$ cat config.mk
export PLATFORM = sky130hd
export DESIGN_NAME = req_resp_bridge
export DESIGN_NICKNAME = d
export VERILOG_FILES = /design/src/rtl/bridge_pkg.sv /design/src/rtl/addr_window_match.sv /design/src/rtl/timed_fifo.sv /design/src/rtl/req_resp_bridge.sv
export SDC_FILE = /design/constraint.sdc
export NUM_CORES = 1
export LEC_CHECK = 0
export ABC_AREA = 1
export BUFFER_PORTS_ARGS = -buffer_cell sky130_fd_sc_hd__buf_2
export CAP_MARGIN = 10
export CORE_MARGIN = 2
export CORE_UTILIZATION = 53
export DETAILED_ROUTE_END_ITERATION = 10
export PLACE_DENSITY = 0.75
export SYNTH_ARGS = -nofsm -noshare
export SYNTH_HDL_FRONTEND = slang
export SYNTH_SLANG_ARGS = --single-unit
$ cat constraint.sdc
create_clock -name clk -period 3.9 [get_ports clk]
set_input_delay 0.585 -clock clk [delete_from_list [all_inputs] [get_ports clk]]
set_output_delay 0.585 -clock clk [all_outputs]
set_load 0.03 [all_outputs]
$ cat src/rtl/bridge_pkg.sv
package bridge_pkg;

    localparam int ADDR_W = 16;
    localparam int DATA_W = 16;
    localparam int TS_W   = 16;

    typedef logic [TS_W-1:0] ts_t;

    typedef struct packed {
        logic [ADDR_W-1:0] addr;
        logic [DATA_W-1:0] data;
        logic              needs_rsp;
    } req_t;

    typedef logic [DATA_W-1:0] rsp_t;

    // True once 'now' has reached 'due', tolerant of counter wrap
    // as long as the gap stays below half the counter range.
    function automatic logic due_reached(ts_t now, ts_t due);
        ts_t diff;
        diff = now - due;
        return ~diff[TS_W-1];
    endfunction

    function automatic ts_t due_after(ts_t now, int unsigned dly);
        return now + ts_t'(dly);
    endfunction

endpackage

$ cat src/rtl/addr_window_match.sv
module addr_window_match #(
    parameter int NUM_WIN = 2,
    parameter logic [NUM_WIN*bridge_pkg::ADDR_W-1:0] BASES = '0,
    parameter logic [NUM_WIN*bridge_pkg::ADDR_W-1:0] ENDS  = '0
) (
    input  logic [bridge_pkg::ADDR_W-1:0] addr,
    output logic                          hit
);
    localparam int AW = bridge_pkg::ADDR_W;

    logic [NUM_WIN-1:0] in_win;

    for (genvar g = 0; g < NUM_WIN; g++) begin : g_win
        assign in_win[g] = (addr >= BASES[g*AW +: AW]) && (addr < ENDS[g*AW +: AW]);
    end

    assign hit = |in_win;

endmodule

$ cat src/rtl/timed_fifo.sv
module timed_fifo #(
    parameter int DEPTH = 4,
    parameter int WIDTH = 8,
    parameter int DELAY = 1
) (
    input  logic                          clk,
    input  logic                          rst,
    input  bridge_pkg::ts_t               now,
    input  logic                          push,
    input  logic [WIDTH-1:0]              push_data,
    input  logic                          pop,
    output logic                          head_valid,
    output logic [WIDTH-1:0]              head_data,
    output logic [$clog2(DEPTH+1)-1:0]    count
);
    import bridge_pkg::*;

    localparam int PW = (DEPTH > 1) ? $clog2(DEPTH) : 1;
    localparam int CW = $clog2(DEPTH + 1);

    logic [WIDTH-1:0] store [DEPTH];
    ts_t              due   [DEPTH];
    logic [PW-1:0]    rd_ptr, wr_ptr;
    logic             full, push_ok, pop_ok;

    function automatic logic [PW-1:0] next_ptr(logic [PW-1:0] p);
        return (p == PW'(DEPTH - 1)) ? '0 : p + 1'b1;
    endfunction

    assign full       = (count == CW'(DEPTH));
    assign head_valid = (count != '0) && due_reached(now, due[rd_ptr]);
    assign head_data  = store[rd_ptr];
    assign push_ok    = push && !full;
    assign pop_ok     = pop && head_valid;

    always_ff @(posedge clk) begin
        if (push_ok) begin
            store[wr_ptr] <= push_data;
            due[wr_ptr]   <= due_after(now, DELAY);
        end
    end

    always_ff @(posedge clk) begin
        if (rst) begin
            rd_ptr <= '0;
            wr_ptr <= '0;
            count  <= '0;
        end else begin
            if (push_ok) wr_ptr <= next_ptr(wr_ptr);
            if (pop_ok)  rd_ptr <= next_ptr(rd_ptr);
            if (push_ok && !pop_ok)      count <= count + 1'b1;
            else if (!push_ok && pop_ok) count <= count - 1'b1;
        end
    end

endmodule

$ cat src/rtl/req_resp_bridge.sv
module req_resp_bridge #(
    parameter int REQ_LIMIT = 4,
    parameter int RSP_LIMIT = 2,
    parameter int DELAY     = 3,
    parameter int NUM_WIN   = 2,
    parameter logic [NUM_WIN*bridge_pkg::ADDR_W-1:0] WIN_BASE = {16'h8000, 16'h1000},
    parameter logic [NUM_WIN*bridge_pkg::ADDR_W-1:0] WIN_END  = {16'h8100, 16'h2000}
) (
    input  logic                          clk,
    input  logic                          rst,
    input  logic                          up_req_valid,
    input  logic [bridge_pkg::ADDR_W-1:0] up_req_addr,
    input  logic [bridge_pkg::DATA_W-1:0] up_req_data,
    input  logic                          up_req_needs_rsp,
    output logic                          up_req_accept,
    output logic                          up_retry,
    output logic                          up_rsp_valid,
    output logic [bridge_pkg::DATA_W-1:0] up_rsp_data,
    input  logic                          up_rsp_ready,
    output logic                          dn_req_valid,
    output logic [bridge_pkg::ADDR_W-1:0] dn_req_addr,
    output logic [bridge_pkg::DATA_W-1:0] dn_req_data,
    output logic                          dn_req_needs_rsp,
    input  logic                          dn_req_ready,
    input  logic                          dn_rsp_valid,
    input  logic [bridge_pkg::DATA_W-1:0] dn_rsp_data
);
    import bridge_pkg::*;

    localparam int QW = $clog2(REQ_LIMIT + 1);
    localparam int OW = $clog2(RSP_LIMIT + 1);

    ts_t           now_q;
    logic          win_hit;
    logic [QW-1:0] req_count;
    logic [OW-1:0] rsp_count;
    logic [OW-1:0] outstanding_q;
    logic          req_full, rsp_full;
    logic          refuse, req_pop, rsp_pop, retry_fire;
    logic          retry_pending_q;
    req_t          req_in, req_head;
    rsp_t          rsp_head;

    always_ff @(posedge clk) begin
        if (rst) now_q <= '0;
        else     now_q <= now_q + 1'b1;
    end

    addr_window_match #(
        .NUM_WIN (NUM_WIN),
        .BASES   (WIN_BASE),
        .ENDS    (WIN_END)
    ) u_decode (
        .addr (up_req_addr),
        .hit  (win_hit)
    );

    assign req_full = (req_count == QW'(REQ_LIMIT));
    assign rsp_full = (outstanding_q == OW'(RSP_LIMIT));

    assign up_req_accept = up_req_valid && win_hit && !req_full
                           && !(up_req_needs_rsp && rsp_full);
    assign refuse        = up_req_valid && win_hit && !up_req_accept;

    assign req_in.addr      = up_req_addr;
    assign req_in.data      = up_req_data;
    assign req_in.needs_rsp = up_req_needs_rsp;

    timed_fifo #(
        .DEPTH (REQ_LIMIT),
        .WIDTH ($bits(req_t)),
        .DELAY (DELAY)
    ) u_req_q (
        .clk        (clk),
        .rst        (rst),
        .now        (now_q),
        .push       (up_req_accept),
        .push_data  (req_in),
        .pop        (req_pop),
        .head_valid (dn_req_valid),
        .head_data  (req_head),
        .count      (req_count)
    );

    assign req_pop          = dn_req_valid && dn_req_ready;
    assign dn_req_addr      = req_head.addr;
    assign dn_req_data      = req_head.data;
    assign dn_req_needs_rsp = req_head.needs_rsp;

    timed_fifo #(
        .DEPTH (RSP_LIMIT),
        .WIDTH ($bits(rsp_t)),
        .DELAY (DELAY)
    ) u_rsp_q (
        .clk        (clk),
        .rst        (rst),
        .now        (now_q),
        .push       (dn_rsp_valid),
        .push_data  (dn_rsp_data),
        .pop        (rsp_pop),
        .head_valid (up_rsp_valid),
        .head_data  (rsp_head),
        .count      (rsp_count)
    );

    assign rsp_pop     = up_rsp_valid && up_rsp_ready;
    assign up_rsp_data = rsp_head;

    always_ff @(posedge clk) begin
        if (rst) begin
            outstanding_q <= '0;
        end else begin
            if ((up_req_accept && up_req_needs_rsp) && !rsp_pop)
                outstanding_q <= outstanding_q + 1'b1;
            else if (!(up_req_accept && up_req_needs_rsp) && rsp_pop)
                outstanding_q <= outstanding_q - 1'b1;
        end
    end

    assign retry_fire = retry_pending_q && (req_pop || (rsp_pop && !req_full));

    always_ff @(posedge clk) begin
        if (rst) begin
            retry_pending_q <= 1'b0;
            up_retry        <= 1'b0;
        end else begin
            retry_pending_q <= refuse || (retry_pending_q && !retry_fire);
            up_retry        <= retry_fire;
        end
    end

endmodule

==> summary.md, run 1 <==
| Metric | Value |
|---|---|
| CP arrival | `roughly 3.2 ns` |
| Met3 Use GR | `just over 3%` |
| Cell area after synthesis | `roughly 12,000 um^2` |
| Starting density of the core | `53.6%` |
| Yosys warning count | `0` |
| N_diodes | `0` |
| Clock tree sinks | `slightly below 300` |
| Final Cycle Share | `97.4%` |
| Crit path top cell by count | `nand2_1` |
| Post-synthesis instance total | `between 900 and 1,000` |
| Largest net degree at the start of global routing | `52` |
| Die ar. | `between 20,000 and 25,000 um^2` |
| Drc violations | `0` |
| Site row count | `55` |
| Overflow after GRT | `0` |
| CTS tree | `yes` |
| Share of layout cells above drive strength 1 | `between 10% and 20%` |
| Starting DRT DRC Count | `584` |
| I/O Buffers | `between 100 and 150` |
| Most Crowded Layer GR | `met2` |
| Wirelength per Cell | `~17 um` |
| First-pass GRT wire length | `around 37 mm` |
| RSZ-0062 raised after global routing | `false` |
| GR Util All Layers | `a little under a fifth` |
| Nets | `around 1,200` |
| Final setup fails | `0` |
| Vias/cell | `between 5 and 6` |
| Post-CTS setup buffers | `0` |
| Die W | `roughly 150 um` |
| Max clock buf depth | `3` |
| Clock skew | `between 0.01 and 0.015 ns` |
| Max Fclk | `0.263 GHz` |
| Slowest CP cell | `dfxtp_4` |
| Vias in the first global route | `approximately 7,400` |
| Core area | `22,500 um^2` |
| Worst setup EP type | `output port` |
| Post-DP HPWL | `14.4 mm` |
| Max FO, Critical Path | `26` |
| Hold Vio Cnt, Final | `0` |
| Maxcap violations | `0` |
| Chip Height | `between 150 and 200 um` |
| Post-DRT Antenna Nets | `0` |
| Setup CP Type | `reg2out` |
| Crit path cell chain | `buf_16 > nand2_1 > a32o_1 > ha_1 > a21oi_1 > nor2_1 > a211oi_1 > nand2_1 > nand2_2 > nand2_1 > nand2_2 > and3_1 > buf_2` |
| DR vias | `7,694` |
| CP max stage delay | `0.50 ns` |
| Crit start category | `flip-flop` |
| Register area share after synthesis | `between 70% and 80%` |
| Avg Cell Area, Syn | `about 12 um^2` |
| Min Tclk post-route | `approximately 3.8 ns` |
| Met1 Use GR | `25.8%` |
| CTS Buf Count | `30` |
| P&R area growth vs syn | `16.8%` |
| Synthesis-stage register bit count | `294` |
| H-Tree Depth | `1` |
| WP buf/inv | `2` |
| Clock latency on the worst-skew pair | `about 0.54 ns` |
| Initial antenna violation count | `0` |
| Final Wtd Congestion | `approximately 0.8` |
| Data required, critical path | `3.31 ns` |
| Setup TNS | `0 ns` |
| Crit-path leading delay family | `simple AND/OR/NAND/NOR gates` |
| Worst Tran Pin Value | `~0.67 ns` |
| Post-synth EDFFs | `260` |
| Asr flop ratio synth | `0%` |
| Grt met2 use | `between 30 and 40%` |
| Drt pass-1 iters | `5` |
| Clock Tree Root | `clkbuf_16` |
| Clk pin slew, worst setup/hold paths | `approximately 0.060 ns` |
| Unique masters post-synth | `40` |
| VDD IR max | `0.383 mV` |
| Cts hold-fix bufs | `0` |
| Number of I/O pins | `between 100 and 150` |
| Post-Syn Nets | `about 1,100` |
| Final Instance Area | `between 10,000 and 15,000 um^2` |
| Pwr dens | `around 550 nW/um^2` |
| Status | `finished, final reports clean` |
| Synth Flop Type | `edfxtp_1` |
| Hold Crit Class | `in2reg` |
| Pleak | `5.38 nW` |
| Slew Viols, Final | `0` |
| Placement Cell Area | `~13,000 um^2` |
| Final wirelength | `roughly 24 mm` |
| Slew headroom | `55.0%` |
## cell type report
type / count / area, um^2
fillers: 1686 / 8410
clock inverters: 14 / 158
multi-input cells: 572 / 3210
flip-flops and latches: 294 / 8490
clock buffers: 42 / 867
repair buffers: 128 / 781
well taps: 285 / 357
inverters: 60 / 238
## kinds of logic after synthesis
logic type	count (synthesis)	synth area share, %
adders and majority gates	39	4.11
DFF	294	70.3
xor gates and xnor gates	20	1.45
AOI/OAI and AO/OA	195	9.29
buffers and inverters	100	3.38
muxes	14	1.16
and+or+nand+nor	304	10.3
## through the flow
| stage | hold WS, ns | power, mW | setup slack [ns] | util [%] | instances |
|---|---|---|---|---|---|
| 6_report | 0.227 | 7.69 | 0.102 | 62.6 | 1395 |
| 5_1_grt | 0.214 | 7.96 | 0.00303 | 62.6 | 1395 |
| 4_1_cts | 0.214 | 7.73 | 0.0288 | 62.5 | 1394 |
| 3_5_place_dp | 0.450 | 4.84 | 0.413 | 57.9 | 1338 |
| 3_3_place_gp | 0.432 | 4.81 | 0.585 | 57.9 | 1338 |
| 2_1_floorplan | 0.417 | 4.50 | -0.0287 | - | 966 |
## synth_stat cells, types with 3 or more instances
| cell type | instances | area share [%] |
|---|---|---|
| dfxtp_1 | 34 | 5.6 |
| a32o_1 | 14 | 1.2 |
| ha_1 | 38 | 3.9 |
| a21oi_1 | 53 | 2.2 |
| buf_2 | 3 | 0.12 |
| nand4_1 | 5 | 0.26 |
| mux2i_1 | 14 | 1.2 |
| nand2_2 | 4 | 0.21 |
| o21ai_0 | 88 | 3.6 |
| edfxtp_1 | 260 | 65 |
| nor2_1 | 109 | 3.4 |
| inv_1 | 56 | 1.7 |
| nand3_1 | 15 | 0.62 |
| nand2_1 | 155 | 4.8 |
| clkbuf_1 | 32 | 1.0 |
| xor2_1 | 18 | 1.3 |
| o22ai_1 | 33 | 1.7 |
| nor3_1 | 7 | 0.29 |
## path summary, 6_finish.rpt
kind                       startpoint                        endpoint  slack, ns  cells past startpoint
setup / recovery            flip-flop                    dn_req_valid       0.10                     13
hold / removal        dn_rsp_data[11]  u_rsp_q.store[0][11]$_DFFE_PP_       0.23                      1
setup reg to reg            flip-flop   u_req_q.count[1]$_SDFFE_PP0P_       0.39                     17
hold reg to reg   now_q[0]$_SDFF_PP0_             now_q[0]$_SDFF_PP0_       0.46                      1
## layout by cell type, fill, tap and decap left out, drive strengths merged
cell type,synthesis,routed
xor2,18,18
or2,1,1
o41ai,1,1
inv,60,61
and3,1,1
nand3b,1,1
clkinv,0,10
a21boi,1,1
edfxtp,260,260
nand2,159,159
xnor2,2,2
nor3,7,7
ha,38,38
mux2i,14,14
a211oi,2,2
a21oi,53,53
bufinv,0,3
nand4,6,6
nand3,17,17
nor3b,1,1
o21a,1,1
o22ai,33,33
buf,8,127
dfxtp,34,34
o21ai,89,89
o211a,1,1
nor4,1,1
fa,1,1
clkbuf,32,43
a32o,14,14
nor2,110,110
## sequential cells by signal, indices dropped and copies added (netlist names), named ones only
name,flops
u_req_q.store,132
u_req_q.due,64
u_rsp_q.due,32
u_rsp_q.store,32
now_q,16
u_req_q.count,3
outstanding_q,2
u_req_q.rd_ptr,2
u_req_q.wr_ptr,2
u_rsp_q.count,2
retry_pending_q,1
u_rsp_q.rd_ptr,1
u_rsp_q.wr_ptr,1
up_retry,1
## power by group
part	internal [mW]	switching (mW)	total, mW	leakage, nW
sequential	3.58	0.0595	3.64	2.70
combinational	0.360	0.789	1.15	2.17
clock	1.75	1.15	2.90	0.507
total	5.69	2.00	7.69	5.38
## timing repair
| action | 4_1_cts | 5_1_grt |
|---|---|---|
| pin swaps | 0 | 0 |
| endpoints found under the setup margin | 1 | 1 |
| cloned | 0 | 1 |
| gates resized for setup | 1 | 2 |
## metal layers
metal | routed length (um) | vias to the layer above
met3 | 1480 | 31
met5 | 0 | -
met2 | 11500 | 243
li1 | - | 3705
met4 | 364 | 0
met1 | 10300 | 3715
Power figures use the tool's default switching activity.
==> run 2: changes to the inputs <==
--- a/config.mk
+++ b/config.mk
@@ -5,7 +5,6 @@
 export SDC_FILE = /design/constraint.sdc
 export NUM_CORES = 1
 export LEC_CHECK = 0
-export ABC_AREA = 1
 export BUFFER_PORTS_ARGS = -buffer_cell sky130_fd_sc_hd__buf_2
 export CAP_MARGIN = 10
 export CORE_MARGIN = 2
==> summary.md, run 2 <==
| Metric | Value |
|---|---|
| Synth Flop Type | `edfxtp_1` |
| Die ar. | `23,700 um^2 (-1.1%)` |
| Post-DRT Antenna Nets | `0 (unchanged)` |
| Clk pin slew, worst setup/hold paths | `0.06 ns (about the same)` |
| CP arrival | `3.26 ns (+0.05 ns)` |
| Most common cell after layout, fill and taps aside | `edfxtp_1` |
| Max clock buf depth | `3 (unchanged)` |
| Wirelength per Cell | `20.6 um (+22%)` |
| Avg Cell Area, Syn | `17.7 um^2 (+42%)` |
| Comb pwr share | `11.3% (-3.6 points)` |
| Final setup fails | `0 (unchanged)` |
| First-pass GRT wire length | `35.8 mm (-2.3%)` |
| Starting density of the core | `54.3% (+0.69 points)` |
| Largest registers | `u_req_q.store (132), u_req_q.due (64)` |
| Final Cycle Share | `98.6% (+1.2 points)` |
| Asr flop ratio synth | `0% (unchanged)` |
| Initial antenna violation count | `1 (+1)` |
| Cell area after synthesis | `11,900 um^2 (-1.2%)` |
| N_diodes | `0 (unchanged)` |
| Number of I/O pins | `108 (unchanged)` |
| Largest Register | `u_req_q.store` |
| Clock latency on the worst-skew pair | `0.55 ns (about the same)` |
| Drc violations | `0 (unchanged)` |
| Crit start category | `flip-flop` |
| Unique masters post-synth | `47 (+18%)` |
| Worst setup margin | `0.0538 ns (-0.0486 ns)` |
| Dpl cells | `1,051 (-21%)` |
| Post-synth top cells | `260 x edfxtp_1, 48 x mux4_2, 39 x nor2_1, 38 x ha_1, 34 x dfxtp_1` |
| Yosys warning count | `0 (unchanged)` |
| Flop pwr share | `49.1% (+1.8 points)` |
| Largest net degree at the start of global routing | `50 (-3.8%)` |
| Post-Syn Nets | `768 (-28%)` |
| Most common cell in the synthesized netlist | `edfxtp_1` |
| Vias in the first global route | `6,626 (-10%)` |
| Share of layout cells above drive strength 1 | `32.7% (+15 points)` |
| Hold Vio Cnt, Final | `0 (unchanged)` |
| Util after Layout | `64.3% (+1.6 points)` |
| RSZ-0062 raised after global routing | `true` |
| Clock power frac | `39.6% (+1.8 points)` |
| H-Tree Depth | `1 (unchanged)` |
| Pleak | `4.93 nW (-8.4%)` |
| CTS tree | `yes` |
| Vias/cell | `5.82 (+5.6%)` |
| Setup TNS | `0 ns (unchanged)` |
| Worst Tran Pin Value | `0.827 ns (+0.154 ns)` |
| Status | `finished, final reports clean` |
| Clock Tree Root | `clkbuf_16` |
| Drt pass-1 iters | `7 (+2)` |
| Cell taking the most area after synthesis | `edfxtp_1` |
| VDD IR max | `0.429 mV (+12%)` |
| Max reg flops | `132 (unchanged)` |
| Chip Height | `154 um (-0.56%)` |
| Slew headroom | `44.8% (-10 points)` |
| DR vias | `6,492 (-16%)` |
| NetSw | `1.73 mW (-14%)` |
| Post-synthesis instance total | `674 (-30%)` |
| Synthesis-stage register bit count | `294 (unchanged)` |
| Sw Ratio | `23.1% (-2.9 points)` |
| Max Fclk | `0.260 GHz (-1.3%)` |
| Post-synth top area share | `65.5% (+0.76 points)` |
| Maxcap violations | `0 (unchanged)` |
| WHS | `0.236 ns (+0.00893 ns)` |
| Slew Viols, Final | `0 (unchanged)` |
| GR Util All Layers | `19.3% (+0.19 points)` |
| Hold Crit Class | `in2reg` |
| Data required, critical path | `3.31 ns (about the same)` |
| Post-synth EDFFs | `260 (unchanged)` |
| Site row count | `54 (-1.8%)` |
| Final Wtd Congestion | `0.843 (+5.7%)` |
| Post-DP HPWL | `14.6 mm (+1.3%)` |
| Starting DRT DRC Count | `459 (-21%)` |
| I/O Buffers | `107 (unchanged)` |
| P&R area growth vs syn | `18.3%` |
| Dominant cells by area after synthesis | `edfxtp_1 65%, mux4_2 9.1%, dfxtp_1 5.7%` |
| Setup CP Type | `reg2out` |
| Min Tclk post-route | `3.85 ns (+0.0486 ns)` |
| Nets | `905 (-23%)` |
| Pint | `5.75 mW (+1.2%)` |
| CTS Buf Count | `30 (unchanged)` |
| Pwr dens | `530 nW/um^2 (-2.8%)` |
| Worst setup EP type | `output port` |
| Die W | `154 um (-0.56%)` |
| Clock skew | `0.0235 ns (+0.0112 ns)` |
| Most frequent cells in the layout | `260 x edfxtp_1, 106 x buf_2, 48 x mux4_2, 35 x nor2_1, 35 x ha_1` |
| Non-filler cells, final | `1,115 (-20%)` |
| Final wirelength | `23.0 mm (-2.7%)` |
| Register area share after synthesis | `71.2% (+0.83 points)` |
| Pre-CTS setup slack | `-0.0232 ns (-0.436 ns)` |
| Max FO, Critical Path | `5 (-81%)` |
| Overflow after GRT | `0 (unchanged)` |
| Clock tree sinks | `294 (unchanged)` |
| Core area | `22,000 um^2 (-2.4%)` |
==> run 2: changes by cell type after synthesis, moves of 20 or more <==
cell      previous run  this run
a21oi_1             53        18
clkbuf_1            32        12
inv_1               56        27
mux4_2               0        48
nand2_1            155        15
nor2_1             109        39
o21ai_0             88        18
o22ai_1             33         0
==> run 2: cells by family (layout without fill, tap and decap cells) <==
group / Yosys count / in the layout / synth area share [%]
compound gates: 56 / 56 / 2.99
xor+xnor: 36 / 36 / 2.71
fa+ha+maj: 39 / 39 / 4.15
buf+inv: 51 / 212 / 1.69
flops: 294 / 294 / 71.2
mux: 85 / 85 / 12.3
simple gates: 113 / 113 / 4.94
==> run 2: power by group through the flow <==
stage / combinational [mW] / sequential [mW] / clock (mW)
after global routing: 0.915 / 3.68 / 3.16
after CTS: 0.837 / 3.67 / 3.02
after global placement: 0.782 / 3.73 / 0
final: 0.846 / 3.67 / 2.96
after floorplan: 0.592 / 3.72 / 0
after detailed placement: 0.817 / 3.74 / 0
==> run 2: stage by stage <==
stage / area (um^2) / total power [mW]
3_5_place_dp: 12900 / 4.56
6_report: 14100 / 7.48
3_3_place_gp: 12900 / 4.51
4_1_cts: 14000 / 7.53
2_1_floorplan: 11900 / 4.31
5_1_grt: 14100 / 7.76
==> run 2: routing by layer <==
metal	vias to the layer above	GRT usage, %	part of all wire [%]
li1	2912	-	-
met1	3290	26.1	42
met2	243	33.3	50
met3	45	3.18	6.7
met4	2	4.58	1.9
met5	-	0	0.030
==> run 2: critical path, cell delays in order, from the launching register on <==
cell and delay (ns):
dfxtp_4 0.38, buf_4 0.14, buf_4 0.12, mux4_2 0.49
inv_1 0.07, ha_1 0.23, nand2_2 0.09, nor4_2 0.04
buf_4 0.15, a22oi_2 0.33, nand3_2 0.13, xor2_2 0.20
nor2_4 0.19, buf_6 0.15
==> run 2: cell type report <==
class | count | area [um^2]
inverters | 27 | 101
clock inverters | 20 | 264
clock buffers | 36 | 783
multi-input cells | 329 | 3330
repair buffers | 129 | 793
fillers | 1475 | 7840
flip-flops and latches | 294 | 8490
well taps | 280 | 350
==> run 2: final timing paths <==
check	startpoint	endpoint	slack, ns	depth (start not counted)
max	flip-flop	dn_req_valid	0.05	13
min	dn_rsp_data[10]	u_rsp_q.store[1][10]$_DFFE_PP_	0.24	1
max reg2reg	flip-flop	u_req_q.count[2]$_SDFFE_PP0P_	0.10	16
min reg2reg	u_rsp_q.rd_ptr$_SDFFE_PP0P_	u_rsp_q.rd_ptr$_SDFFE_PP0P_	0.50	2
==> run 2: timing repair <==
action | CTS | global route
buffers inserted | 4 | 5
pin swaps | 0 | 8
resized for setup | 3 | 22
endpoints found under the setup margin | 2 | 2
hold buffers | 0 | 0
